[config.mk]
export PLATFORM = sky130hd
export DESIGN_NAME = gpio_pin_bank
export DESIGN_NICKNAME = d
export VERILOG_FILES = /design/src/rtl/gpio_pkg.sv /design/src/rtl/gpio_pin_ctl.sv /design/src/rtl/gpio_pin_dp.sv /design/src/rtl/gpio_pin_bank.sv
export SDC_FILE = /design/constraint.sdc
export NUM_CORES = 1
export LEC_CHECK = 0
export ABC_CLOCK_PERIOD_IN_PS = 2000
export CAP_MARGIN = 10
export CORE_AREA = 3 3 48 50
export CTS_BUF_LIST = sky130_fd_sc_hd__clkbuf_8
export DETAILED_ROUTE_END_ITERATION = 6
export DIE_AREA = 0 0 51 53
export PLACE_DENSITY = 0.77
export SETUP_SLACK_MARGIN = 0.3
export SLEW_MARGIN = 25
export SYNTH_ARGS = -nofsm -noshare
export SYNTH_HDL_FRONTEND = slang
export SYNTH_HIERARCHICAL = 1
export SYNTH_SLANG_ARGS = --single-unit
[constraint.sdc]
create_clock -name clk -period 2 [get_ports clk]
set_input_delay 0.3 -clock clk [delete_from_list [all_inputs] [get_ports clk]]
set_output_delay 0.3 -clock clk [all_outputs]
set_load 0.01 [all_outputs]
[src/rtl/gpio_pkg.sv]
package gpio_pkg;
  localparam int CFG_W = 7;

  typedef enum logic [1:0] {
    SRC_LOW    = 2'd0,
    SRC_HIGH   = 2'd1,
    SRC_BLINK0 = 2'd2,
    SRC_BLINK1 = 2'd3
  } outSrc_t;

  typedef struct packed {
    logic filt;
    logic setLatch;
    logic clrLatch;
  } pinStrobe_t;
endpackage

[src/rtl/gpio_pin_ctl.sv]
module gpio_pin_ctl #(
  parameter int PINS        = 2,
  parameter int DEB_SAMPLES = 4
) (
  input  logic                          clk,
  input  logic                          rstN,
  input  logic                          tickSlow,
  input  logic [PINS-1:0]               qualIn,
  input  logic [PINS-1:0]               debEn,
  input  logic [PINS-1:0]               clrIn,
  output gpio_pkg::pinStrobe_t [PINS-1:0] strobes
);
  localparam int CNT_W = $clog2(DEB_SAMPLES + 1);
  localparam logic [CNT_W-1:0] CNT_MAX = CNT_W'(DEB_SAMPLES);

  for (genvar i = 0; i < PINS; i++) begin : g_pin
    logic [CNT_W-1:0] sampleCnt;
    logic             filtered;

    always_ff @(posedge clk or negedge rstN) begin
      if (!rstN) begin
        sampleCnt <= '0;
      end else if (tickSlow) begin
        if (!qualIn[i])                sampleCnt <= '0;
        else if (sampleCnt != CNT_MAX) sampleCnt <= sampleCnt + 1'b1;
      end
    end

    assign filtered = debEn[i] ? (sampleCnt == CNT_MAX) : qualIn[i];

    always_comb begin
      strobes[i].filt     = filtered;
      strobes[i].setLatch = filtered;
      strobes[i].clrLatch = clrIn[i];
    end


    filter_rise_on_tick_chk: assert property (@(posedge clk) disable iff (!rstN)
      (debEn[i] && $past(debEn[i]) && $rose(filtered)) |-> $past(tickSlow));
  end
endmodule

[src/rtl/gpio_pin_dp.sv]
module gpio_pin_dp #(
  parameter int PINS = 2
) (
  input  logic                          clk,
  input  logic                          rstN,
  input  logic [PINS-1:0]               padIn,
  input  logic [PINS-1:0]               oeV,
  input  logic [2*PINS-1:0]             srcV,
  input  logic [PINS-1:0]               actLowV,
  input  logic [PINS-1:0]               latchEnV,
  input  logic [PINS-1:0]               routeV,
  input  logic                          blinkClk0,
  input  logic                          blinkClk1,
  input  logic [PINS-1:0]               intEn,
  input  gpio_pkg::pinStrobe_t [PINS-1:0] strobes,
  output logic [PINS-1:0]               qualOut,
  output logic [PINS-1:0]               padOut,
  output logic [PINS-1:0]               padOe,
  output logic [PINS-1:0]               intStatus,
  output logic                          sciReq,
  output logic                          smiReq
);
  import gpio_pkg::*;

  logic [PINS-1:0] syncA, syncB, sticky;

  always_ff @(posedge clk or negedge rstN) begin
    if (!rstN) begin
      syncA <= '0;
      syncB <= '0;
    end else begin
      syncA <= padIn;
      syncB <= syncA;
    end
  end

  assign qualOut = syncB ^ actLowV;

  for (genvar i = 0; i < PINS; i++) begin : g_pin
    logic nextOut;

    always_comb begin
      unique case (outSrc_t'(srcV[2*i +: 2]))
        SRC_LOW:    nextOut = 1'b0;
        SRC_HIGH:   nextOut = 1'b1;
        SRC_BLINK0: nextOut = blinkClk0;
        default:    nextOut = blinkClk1;
      endcase
    end

    always_ff @(posedge clk or negedge rstN) begin
      if (!rstN) begin
        padOut[i] <= 1'b0;
        padOe[i]  <= 1'b0;
        sticky[i] <= 1'b0;
      end else begin
        padOut[i] <= nextOut;
        padOe[i]  <= oeV[i];
        sticky[i] <= (sticky[i] & ~strobes[i].clrLatch) | strobes[i].setLatch;
      end
    end

    assign intStatus[i] = latchEnV[i] ? sticky[i] : strobes[i].filt;


    sticky_hold_chk: assert property (@(posedge clk) disable iff (!rstN)
      (sticky[i] && !strobes[i].clrLatch) |=> sticky[i]);


    set_wins_chk: assert property (@(posedge clk) disable iff (!rstN)
      (strobes[i].setLatch && strobes[i].clrLatch) |=> sticky[i]);
  end

  assign sciReq = |(intStatus & intEn & ~routeV);
  assign smiReq = |(intStatus & intEn & routeV);


  no_req_when_idle_chk: assert property (@(posedge clk) disable iff (!rstN)
    !(|(intStatus & intEn)) |-> (!sciReq && !smiReq));


  oe_follow_chk: assert property (@(posedge clk) disable iff (!rstN)
    $past(rstN) |-> (padOe == $past(oeV)));
endmodule

[src/rtl/gpio_pin_bank.sv]
module gpio_pin_bank #(
  parameter int PINS        = 2,
  parameter int DEB_SAMPLES = 4
) (
  input  logic                           clk,
  input  logic                           rstN,
  input  logic [PINS*gpio_pkg::CFG_W-1:0] cfgBus,
  input  logic [PINS-1:0]                padIn,
  output logic [PINS-1:0]                padOut,
  output logic [PINS-1:0]                padOe,
  input  logic                           blinkClk0,
  input  logic                           blinkClk1,
  input  logic                           tickSlow,
  input  logic [PINS-1:0]                intEn,
  input  logic [PINS-1:0]                statusClr,
  output logic [PINS-1:0]                intStatus,
  output logic                           sciReq,
  output logic                           smiReq
);
  import gpio_pkg::*;

  logic [PINS-1:0]   oeV, actLowV, debEnV, latchEnV, routeV, qualV;
  logic [2*PINS-1:0] srcV;
  pinStrobe_t [PINS-1:0] strobes;

  for (genvar i = 0; i < PINS; i++) begin : g_cfg
    assign oeV[i]          = cfgBus[CFG_W*i + 0];
    assign srcV[2*i +: 2]  = cfgBus[CFG_W*i + 1 +: 2];
    assign actLowV[i]      = cfgBus[CFG_W*i + 3];
    assign debEnV[i]       = cfgBus[CFG_W*i + 4];
    assign latchEnV[i]     = cfgBus[CFG_W*i + 5];
    assign routeV[i]       = cfgBus[CFG_W*i + 6];
  end

  gpio_pin_ctl #(.PINS(PINS), .DEB_SAMPLES(DEB_SAMPLES)) u_ctl (
    .clk(clk), .rstN(rstN), .tickSlow(tickSlow),
    .qualIn(qualV), .debEn(debEnV), .clrIn(statusClr), .strobes(strobes)
  );

  gpio_pin_dp #(.PINS(PINS)) u_dp (
    .clk(clk), .rstN(rstN), .padIn(padIn), .oeV(oeV), .srcV(srcV),
    .actLowV(actLowV), .latchEnV(latchEnV), .routeV(routeV),
    .blinkClk0(blinkClk0), .blinkClk1(blinkClk1), .intEn(intEn),
    .strobes(strobes), .qualOut(qualV), .padOut(padOut), .padOe(padOe),
    .intStatus(intStatus), .sciReq(sciReq), .smiReq(smiReq)
  );
endmodule

== After elaboration in Yosys (flattened, before gate mapping) ==
Cells that the tools add are included.

* Add/sub/neg operators: 2
* Equality and inequality tests: 10
* Mux-type cells: 10
* Bitwise operators: 11
* Reductions and logical operators: 6

{| class="wikitable"
|+ Operators with widths
! cell !! count
|-
| $mux W3 || 4
|-
| $add A3 B1 Y3 const B || 2
|-
| $and A2 B2 Y2 || 3
|-
| $eq A3 B3 Y1 const B || 2
|-
| $ne A3 B3 Y1 const B || 2
|-
| $pmux W1 S3 || 2
|-
| $eq A2 B1 Y1 const B || 2
|-
| $eq A2 B2 Y1 const B || 2
|-
| $logic_not A2 Y1 || 2
|-
| $mux W1 || 4
|-
| $ne A2 B2 Y1 const B || 2
|-
| $reduce_and A2 Y1 || 2
|-
| $reduce_or A2 Y1 || 2
|-
| $and A1 B1 Y1 || 2
|-
| $not A1 Y1 || 2
|-
| $not A2 Y2 || 1
|-
| $or A1 B1 Y1 || 2
|-
| $xor A2 B2 Y2 || 1
|}

* Output and inout bits: 8
* Input bits: 25
* Register bits: 16
* Word-level logic and storage cells: 49

== Longest topological paths before layout ==
Gate-level depths: netlist (run 1).

* Depth after elaboration: 6
* Mapped depth: 7
* Depth with buffers taken out: 6

== Modules after synthesis ==
The synthesis (run 1) kept the hierarchy.

{| class="wikitable"
|+ By module, submodules not included
! module !! area each (µm²) !! instances !! sequential area each (µm²) !! cells an instance
|-
| gpio_pin_ctl || 439.2 || 1 || 150.1 || 49
|-
| gpio_pin_dp || 384.1 || 1 || 250.2 || 31
|}

== Worst setup path before layout (run 1) ==
No wires, ideal clock.

* Path kind: register -> output
* From: register u_dp.syncB[1]
* To: output port sciReq
* Path buffers: 1
* Path slack: 0.304 ns
* Stages on the path, launching flop included: 7
* Required time: 1.700 ns
* Data arrival time: 1.396 ns
* Cell sequence: dfrtp_1 > xor2_1 > inv_1 > o21ai_0 > buf_4 > mux2i_1 > o32ai_2

* Word-level cells in the longest chain between the ends: 6

{| class="wikitable"
|+ RTL lines
! item !! line !! text
|-
| start, declared || gpio_pin_dp.sv:25 || <nowiki>logic [PINS-1:0] syncA, syncB, sticky;</nowiki>
|-
| start signal, assigned || gpio_pin_dp.sv:33 || <nowiki>syncB <= syncA;</nowiki>
|-
| $xor A2 B2 Y2 || gpio_pin_dp.sv:37 || <nowiki>assign qualOut = syncB ^ actLowV;</nowiki>
|-
| named net qualV[1] || gpio_pin_bank.sv:22 || <nowiki>logic [PINS-1:0] oeV, actLowV, debEnV, latchEnV, routeV, qualV;</nowiki>
|-
| $mux W1 || gpio_pin_ctl.sv:29 || <nowiki>assign filtered = debEn[i] ? (sampleCnt == CNT_MAX) : qualIn[i];</nowiki>
|-
| named net u_ctl.g_pin[1].filtered || gpio_pin_ctl.sv:18 || <nowiki>logic filtered;</nowiki>
|-
| $mux W1 || gpio_pin_dp.sv:63 || <nowiki>assign intStatus[i] = latchEnV[i] ? sticky[i] : strobes[i].filt;</nowiki>
|-
| $and A2 B2 Y2 (2 in series) || gpio_pin_dp.sv:74 || <nowiki>assign sciReq = |(intStatus & intEn & ~routeV);</nowiki>
|-
| $reduce_or A2 Y1 || gpio_pin_dp.sv:74 ||
|-
| end, declared || gpio_pin_bank.sv:17 || <nowiki>output logic sciReq,</nowiki>
|}

The timed path passes the listed nets, and every way through them passes these cells.

==> results of run 1 <==
## worst max-delay path, delay by kind of cell, from the launching register on
kind / cells / cell delay, ns
flops: 1 / 0.40
buf+inv: 3 / 0.40
compound gates: 2 / 0.36
xor+xnor: 1 / 0.15
mux: 1 / 0.12
## timing repair
action / CTS / global route
gates cloned: 0 / 0
gates resized for setup: 31 / 10
setup buffers: 10 / 3
hold endpoints to repair: 0 / 0
pin swaps: 6 / 6
hold buffers: 0 / 0
endpoints found under the setup margin: 4 / 4
## cell families (layout without fill, tap and decap cells)
logic type	Yosys count	after routing	synth area share [%]
compound gates	19	19	16.0
buf+inv	19	69	12.3
simple gates	17	17	11.1
flops	16	16	48.6
fa+ha+maj	4	4	6.08
mux	3	3	3.80
xor+xnor	2	2	2.13
## synthesized netlist by cell type (all sizes together), types with 2 or more instances
cell	n	area (sq um)
o21ai	3	15.0
nand2	8	37.5
nand3	4	20.0
nand4	2	12.5
dfrtp	16	400
a31oi	2	12.5
buf	7	56.3
ha	4	50.1
mux2i	2	20.0
xor2	2	17.5
a21o	2	15.0
inv	12	45.0
a21oi	7	38.8
nand3b	2	15.0
## cell type report
| cell class | instances | area (sq um) |
|---|---|---|
| clock buffer | 4 | 55.1 |
| inverter | 12 | 45.0 |
| fill | 146 | 543 |
| tap | 27 | 33.8 |
| multi-input combinational | 45 | 389 |
| sequential | 16 | 400 |
| timing repair buffer | 53 | 475 |
## final timing paths
kind | from | endpoint | slack, ns
max in group asynchronous | rstN | u_ctl/g_pin[0].sampleCnt[1]$_DFFE_PN0P_ | 1.43
setup reg to reg | u_dp/syncB[0]$_DFF_PN0_ | u_ctl/g_pin[0].sampleCnt[0]$_DFFE_PN0P_ | 0.52
hold / removal | u_dp/syncA[1]$_DFF_PN0_ | u_dp/syncB[1]$_DFF_PN0_ | 0.36
hold reg to reg | u_dp/syncA[1]$_DFF_PN0_ | u_dp/syncB[1]$_DFF_PN0_ | 0.36
setup / recovery | u_dp/syncB[1]$_DFF_PN0_ | sciReq | 0.03
min in group asynchronous | rstN | u_dp/sticky[1]$_DFF_PN0_ | 0.39
## stage by stage
stage                     cell area (sq um)  TNS, ns  hold WS (ns)
after floorplan                         823        0       0.00441
after global placement                 1180    -1.48         0.335
after detailed placement               1180    -1.62         0.336
after CTS                              1330  -0.0190         0.365
after global routing                   1400   -0.197         0.380
final                                  1400        0         0.365
## power by group through the flow
stage                     Sequential (uW)  Clock (uW)  Combinational, uW
after CTS                             399         291                380
after global placement                403           0                302
after floorplan                       407           0                158
final                                 404         283                436
after global routing                  412         308                482
after detailed placement              406           0                314
## flip-flops by register name, indices dropped and copies added, names as in the netlist
name                   count
u_dp/padOe                 2
u_ctl/g_pin.sampleCnt      6
u_dp/syncB                 2
u_dp/padOut                2
u_dp/sticky                2
u_dp/syncA                 2
## routing by layer
metal  vias to the layer above  wire (microns)  GRT usage [%]
met5                         -               0              0
met4                         0               0           6.73
met3                         0             177           4.79
met2                        31            1050           29.4
met1                       346             718           15.0
li1                        365               -              -
==> impl_metrics.tcl, run 1 <==
set metrics [dict create \
    die_width_microns 51 \
    antenna_found_initial 0 \
    rsz0062_at_grt "true" \
    p_sw_uw 314 \
    status "finished clean" \
    grt_use_total_pct 15.4 \
    core_sq_um 1940 \
    io_buffer_count 32 \
    crit_path_end_kind "primary output" \
    cts_made_buffers 3 \
    leakagePower_uw 0.000661 \
    async_reset_ff_share_pct 100 \
    wl_per_cell_microns 12.4 \
    clkSinkCount 16 \
    mostFrequentLayoutCells "clkdlybuf4s50_1, buf_4, dfrtp_1" \
    pwr_density_cell_nw_per_um2 803 \
    period_minus_slack_ns 1.97 \
    grt_max_degree 17 \
    ys.flop_type "dfrtp_1" \
    slew_headroom_pct 72.8 \
    p_seq_share_pct 36.0 \
    hold_class "reg2reg" \
    crit_slowest_cell "dfrtp_1" \
    drive_gt1_share_pct 37.7 \
    place_ws_ns -0.527 \
    slowest_delay_ns 0.40 \
    die_h_microns 53 \
    rows 16 \
    place_congestion 0.764 \
    swShare_pct 28.0 \
    worstMarginPinSlew_ns 0.406 \
    place_hpwl_mm 1.39 \
    syn_avg_cell_area_sq_um 10.3 \
    dieArea_sq_um 2700 \
    final_common_cell "clkdlybuf4s50_1" \
    ff2ff_path_depth 7 \
    power.internal_uw 810 \
    ys_seq_elements 16 \
    ys_seq_area_share_pct 48.6 \
    synthCells 80 \
    drv_cap 0 \
    start_util_pct 42.4 \
    path_clk_slew_ns 0.06 \
    ant_nets 0 \
    cts-root-buf "clkbuf_8" \
    max_freq_mhz 508 \
    cts_buffer_depth 2 \
    start_kind "flop" \
    critPathRequiredTime_ns 1.70 \
    htree_levels 1 \
    synth_area_sq_um 823 \
    first_pass_iters 3 \
    worstHoldPathCells 0 \
    insertion_delay_ns 0.25 \
    vias 742 \
    setup_viol 0 \
    hold_violations 0 \
    skew_ns 0.00274 \
    critical_path.cell_chain "xor2_2 -> inv_1 -> o21ai_2 -> mux2i_1 -> buf_4 -> o32ai_4 -> buf_2" \
    fin_ws_ns 0.0320 \
    synth_warnings 6 \
    p_clk_share_pct 25.2 \
    synth.net_count 109 \
    drtIter0Drc 11 \
    worstSetupPathType "reg2out" \
    antenna_cells 0 \
    grt_pass1_wl_mm 3.02 \
    final_core_util_pct 72.0 \
    cts_tree "done" \
    wl_mm 1.95 \
    timing.final.max_slew_violations 0 \
    drcViolationCount 0 \
    syn2layout_area_growth_pct 69.9 \
    final_cell_count_no_fill 157 \
    crit_fanout 2 \
    synth-edff-count 0 \
    grt_pass1_vias 734 \
    period_share_pct 98.4 \
    placed_cells 140 \
    arrival_ns 1.67 \
    p_total_uw 1120 \
    power_frac_comb_pct 38.8 \
    grt_overflow 0 \
    ir_drop_v 0.000543 \
    nets 160 \
    boundaryPins 33 \
    synthDistinctLibCells 24 \
    viasPerCell 4.73 \
]
Power figures use the tool's default switching activity.
==> run 2: changes to the inputs <==
--- a/config.mk
+++ b/config.mk
@@ -7,11 +7,13 @@
 export LEC_CHECK = 0
 export ABC_CLOCK_PERIOD_IN_PS = 2000
 export CAP_MARGIN = 10
-export CORE_AREA = 3 3 48 50
+export CELL_PAD_IN_SITES_DETAIL_PLACEMENT = 0
+export CELL_PAD_IN_SITES_GLOBAL_PLACEMENT = 1
+export CORE_AREA = 3 3 55 57
 export CTS_BUF_LIST = sky130_fd_sc_hd__clkbuf_8
 export DETAILED_ROUTE_END_ITERATION = 6
-export DIE_AREA = 0 0 51 53
-export PLACE_DENSITY = 0.77
+export DIE_AREA = 0 0 58 60
+export PLACE_DENSITY = 0.78
 export SETUP_SLACK_MARGIN = 0.3
 export SLEW_MARGIN = 25
 export SYNTH_ARGS = -nofsm -noshare
==> impl_metrics.tcl, run 2 (synthesis results as in run 1) <==
set metrics [dict create \
    status "finished clean" \
    crit_path_end_kind "primary output" \
    leakagePower_uw 0.000617 \
    wl_per_cell_microns 11.9 \
    max_freq_mhz 534 \
    design_area_sq_um 1320 \
    r2r-end "u_ctl/g_pin[1].sampleCnt[2]$_DFFE_PN0P_" \
    insertion_delay_ns 0.25 \
    start_kind "flop" \
    viasPerCell 4.67 \
    cts_buffer_depth 2 \
    timing.final.max_slew_violations 0 \
    top_register "u_ctl/g_pin.sampleCnt" \
    rows 18 \
    first_pass_iters 3 \
    cts-root-buf "clkbuf_8" \
    fillers 242 \
    slew_headroom_pct 73.1 \
    wl_mm 1.82 \
    p_total_uw 1070 \
    clkSinkCount 16 \
    drv_cap 0 \
    nets 153 \
    worstHoldPathCells 0 \
    antenna_found_initial 0 \
    r2r-start "u_ctl/g_pin[1].sampleCnt[0]$_DFFE_PN0P_" \
    rsz0062_at_grt "true" \
    ir_drop_v 0.000445 \
    skew_ns 0.00382 \
    place_congestion 0.815 \
    r2r_slack_ns 0.69 \
    setup_viol 0 \
    final_core_util_pct 52.2 \
    final_common_cell "clkdlybuf4s50_1" \
    mostFrequentLayoutCells "clkdlybuf4s50_1, dfrtp_1, buf_4" \
    grt_pass1_vias 722 \
    syn2layout_area_growth_pct 59.9 \
    critical_path.cell_chain "xor2_2 -> inv_1 -> o21ai_2 -> mux2i_2 -> o32ai_2 -> buf_2" \
    boundaryPins 33 \
    core_sq_um 2520 \
    hold_buffers 0 \
    period_share_pct 93.6 \
    pwr_density_cell_nw_per_um2 810 \
    ant_nets 0 \
    postPlaceCellArea_sq_um 1200 \
    arrival_ns 1.57 \
    slowest_delay_ns 0.40 \
    hold_class "reg2reg" \
    grt_max_degree 17 \
    htree_levels 1 \
    crit_fanout 3 \
    holdPathEnd "u_dp/syncB[0]$_DFF_PN0_" \
    drcViolationCount 0 \
    path_clk_slew_ns 0.06 \
    die_width_microns 58 \
    vias 714 \
    grt_overflow 0 \
    dieArea_sq_um 3480 \
    die_h_microns 60 \
    start_util_pct 32.6 \
    ff2ff_path_depth 7 \
    worstSetupPathType "reg2out" \
    hold_path_startpoint "u_dp/syncA[0]$_DFF_PN0_" \
    place_hpwl_mm 1.35 \
    grt_pass1_wl_mm 2.85 \
    drtIter0Drc 5 \
    worstMarginPinSlew_ns 0.402 \
    largest_reg_flops 6 \
    grt_use_total_pct 10.9 \
    hold_violations 0 \
    cts_made_buffers 3 \
    cts_tree "done" \
    fin_hold_ws_ns 0.347 \
    drive_gt1_share_pct 32.5 \
    crit_slowest_cell "dfrtp_1" \
    period_minus_slack_ns 1.87 \
    critPathRequiredTime_ns 1.70 \
    io_buffer_count 32 \
    antenna_cells 0 \
]
## run 2: metrics by stage
step                std cells  TNS, ns  worst slack [ns]
global placement          145    -1.57            -0.486
floorplan                  80        0             0.304
detailed placement        145    -1.79            -0.556
finish                    153        0             0.128
CTS                       151        0            0.0686
global route              153        0            0.0256
## run 2: worst max-delay path by stage
stage / depth (start not counted) / start / end / slack (ns)
2_1_floorplan: 6 / u_dp/syncB[1]$_DFF_PN0_ / sciReq / 0.30
3_3_place_gp: 7 / cfgBus[10] / sciReq / -0.49
3_5_place_dp: 7 / cfgBus[10] / sciReq / -0.56
4_1_cts: 6 / u_dp/syncB[1]$_DFF_PN0_ / sciReq / 0.07
5_1_grt: 6 / u_dp/syncB[1]$_DFF_PN0_ / sciReq / 0.03
6_report: 6 / u_dp/syncB[1]$_DFF_PN0_ / sciReq / 0.13
## run 2: cell type report
cell class	instances	area, sq um	area share (%)
timing repair buffer	46	409	31.1
multi-input combinational	45	369	28.0
inverter	12	45.0	3.42
clock buffer	4	55.1	4.18
tap	30	37.5	2.85
sequential	16	400	30.4
## run 2: timing repair
action	CTS	global route
setup buffers	2	2
gates resized for setup	28	6
pin swaps	5	5
setup endpoints to repair	4	4
## run 2: layer usage
| metal | vias to the layer above | share of wire, % | global-route usage (%) |
|---|---|---|---|
| li1 | 353 | - | - |
| met1 | 333 | 38 | 11.4 |
| met2 | 28 | 50 | 18.4 |
| met3 | 0 | 12 | 5.18 |
| met4 | 0 | 0 | 4.97 |
| met5 | - | 0 | 0 |
## run 2: worst max-delay path, delay by kind of cell (launching register included)
family          cells  cell delay, ns
flops               1            0.40
compound gates      2            0.40
buf+inv             2            0.25
xor+xnor            1            0.16
mux                 1            0.12
## run 2: power breakdown
| group | switching, uW | internal [uW] | leakage [uW] |
|---|---|---|---|
| clock | 106 | 174 | 0.0000288 |
| combinational | 155 | 226 | 0.000392 |
| sequential | 35.1 | 370 | 0.000196 |
==> run 3: changes to the inputs <==
--- a/config.mk
+++ b/config.mk
@@ -9,11 +9,11 @@
 export CAP_MARGIN = 10
 export CELL_PAD_IN_SITES_DETAIL_PLACEMENT = 0
 export CELL_PAD_IN_SITES_GLOBAL_PLACEMENT = 1
-export CORE_AREA = 3 3 55 57
+export CORE_AREA = 3 3 64 66
 export CTS_BUF_LIST = sky130_fd_sc_hd__clkbuf_8
 export DETAILED_ROUTE_END_ITERATION = 6
-export DIE_AREA = 0 0 58 60
-export PLACE_DENSITY = 0.78
+export DIE_AREA = 0 0 67 69
+export PLACE_DENSITY = 0.59
 export SETUP_SLACK_MARGIN = 0.3
 export SLEW_MARGIN = 25
 export SYNTH_ARGS = -nofsm -noshare
==> impl_metrics.tcl, run 3 (synthesis results as in run 1) <==
set metrics [dict create \
    leakagePower_uw 0.000663 \
    slew_headroom_pct 72.9 \
    fin_hold_ws_ns 0.350 \
    path_clk_slew_ns 0.07 \
    period_share_pct 90.4 \
    worstSetupPathType "reg2out" \
    dieArea_sq_um 4620 \
    grt_pass1_wl_mm 3.19 \
    place_congestion 0.725 \
    final_common_cell "clkdlybuf4s50_1" \
    p_total_uw 1130 \
    drtIter0Drc 14 \
    cts-root-buf "clkbuf_8" \
    worstMarginPinSlew_ns 0.406 \
    ir_drop_v 0.000287 \
    insertion_delay_ns 0.25 \
    crit_fanout 3 \
    pwr_density_cell_nw_per_um2 798 \
    die_width_microns 67 \
    htree_levels 1 \
    timing.final.max_slew_violations 0 \
    first_pass_iters 4 \
    clkSinkCount 16 \
    max_freq_mhz 553 \
    cts_made_buffers 3 \
    crit_path_end_kind "primary output" \
    hold_class "reg2reg" \
    skew_ns 0.000691 \
    drv_cap 0 \
    boundaryPins 33 \
    fillers 382 \
    mostFrequentLayoutCells "clkdlybuf4s50_1, buf_4, dfrtp_1" \
    grt_overflow 0 \
    drcViolationCount 0 \
    rsz0062_at_grt "true" \
    die_h_microns 69 \
    cts_buffer_depth 2 \
    antenna_cells 0 \
    core_sq_um 3630 \
    start_kind "flop" \
    drive_gt1_share_pct 38.9 \
    wl_per_cell_microns 10.7 \
    status "finished clean" \
    place_hpwl_mm 1.36 \
    place_ws_ns -0.503 \
    grt_max_degree 17 \
    nets 161 \
    start_util_pct 22.7 \
    final_core_util_pct 39.0 \
    setup_viol 0 \
    viasPerCell 4.02 \
    setup-tns-final_ns 0 \
    io_buffer_count 32 \
    critPathRequiredTime_ns 1.70 \
    hold_buffers 0 \
    antenna_found_initial 0 \
    grt_use_total_pct 8.87 \
    grt_pass1_vias 745 \
    hold_violations 0 \
    largest_reg_flops 6 \
    cts_tree "done" \
    top_register "u_ctl/g_pin.sampleCnt" \
    fin_ws_ns 0.191 \
    wl_mm 1.91 \
    period_minus_slack_ns 1.81 \
    ant_nets 0 \
    arrival_ns 1.51 \
    syn2layout_area_growth_pct 72.3 \
    vias 720 \
    rows 22 \
]
==> run 3: report_power, final <==
group | switching (uW) | leakage, uW | internal (uW)
Combinational | 170 | 0.000438 | 269
Clock | 115 | 0.0000288 | 175
Sequential | 34.7 | 0.000196 | 370
Total | 319 | 0.000663 | 813
==> run 3: what timing repair did <==
item / CTS / global route
gates resized for setup: 36 / 2
endpoints found under the hold margin: 0 / 0
pin swaps: 6 / 5
buffers inserted: 9 / 3
setup endpoints to repair: 4 / 4
==> run 3: path summary, 6_finish.rpt <==
path,startpoint,to,slack (ns),cells after the start
max in group asynchronous,rstN,u_dp/sticky[1]$_DFF_PN0_,1.46,2
hold / removal,u_dp/syncA[1]$_DFF_PN0_,u_dp/syncB[1]$_DFF_PN0_,0.35,0
min in group asynchronous,rstN,u_dp/syncA[0]$_DFF_PN0_,0.36,2
setup / recovery,u_dp/syncB[1]$_DFF_PN0_,sciReq,0.19,6
hold reg to reg,u_dp/syncA[1]$_DFF_PN0_,u_dp/syncB[1]$_DFF_PN0_,0.35,0
setup reg to reg,u_dp/syncB[1]$_DFF_PN0_,u_ctl/g_pin[1].sampleCnt[0]$_DFFE_PN0P_,0.46,9
==> run 3: critical path: stages, from the launching register on <==
cell     delay (ns)
dfrtp_1        0.39
xor2_2         0.16
inv_1          0.07
o21ai_2        0.17
mux2i_2        0.12
o32ai_2        0.20
buf_2          0.16
==> run 3: through the flow <==
step | cells | area [sq um]
finish | 179 | 1420
floorplan | 80 | 823
global route | 179 | 1420
global placement | 163 | 1220
CTS | 176 | 1380
detailed placement | 163 | 1220
==> run 3: per-layer routing <==
| layer | track usage [%] | part of all wire [%] | routed length, microns | vias up |
|---|---|---|---|---|
| li1 | - | - | - | 366 |
| met1 | 10.1 | 41 | 779 | 322 |
| met2 | 14.4 | 46 | 872 | 32 |
| met3 | 4.72 | 13 | 256 | 0 |
| met4 | 2.03 | 0 | 0 | 0 |
| met5 | 0 | 0 | 0 | - |
==> run 3: cell type report <==
class | count | area, sq um | share of cell area, %
tap | 48 | 60.1 | 4.23
multi-input combinational | 45 | 389 | 27.4
timing repair buffer | 54 | 469 | 33.1
inverter | 12 | 45.0 | 3.17
sequential | 16 | 400 | 28.2
clock buffer | 4 | 55.1 | 3.88
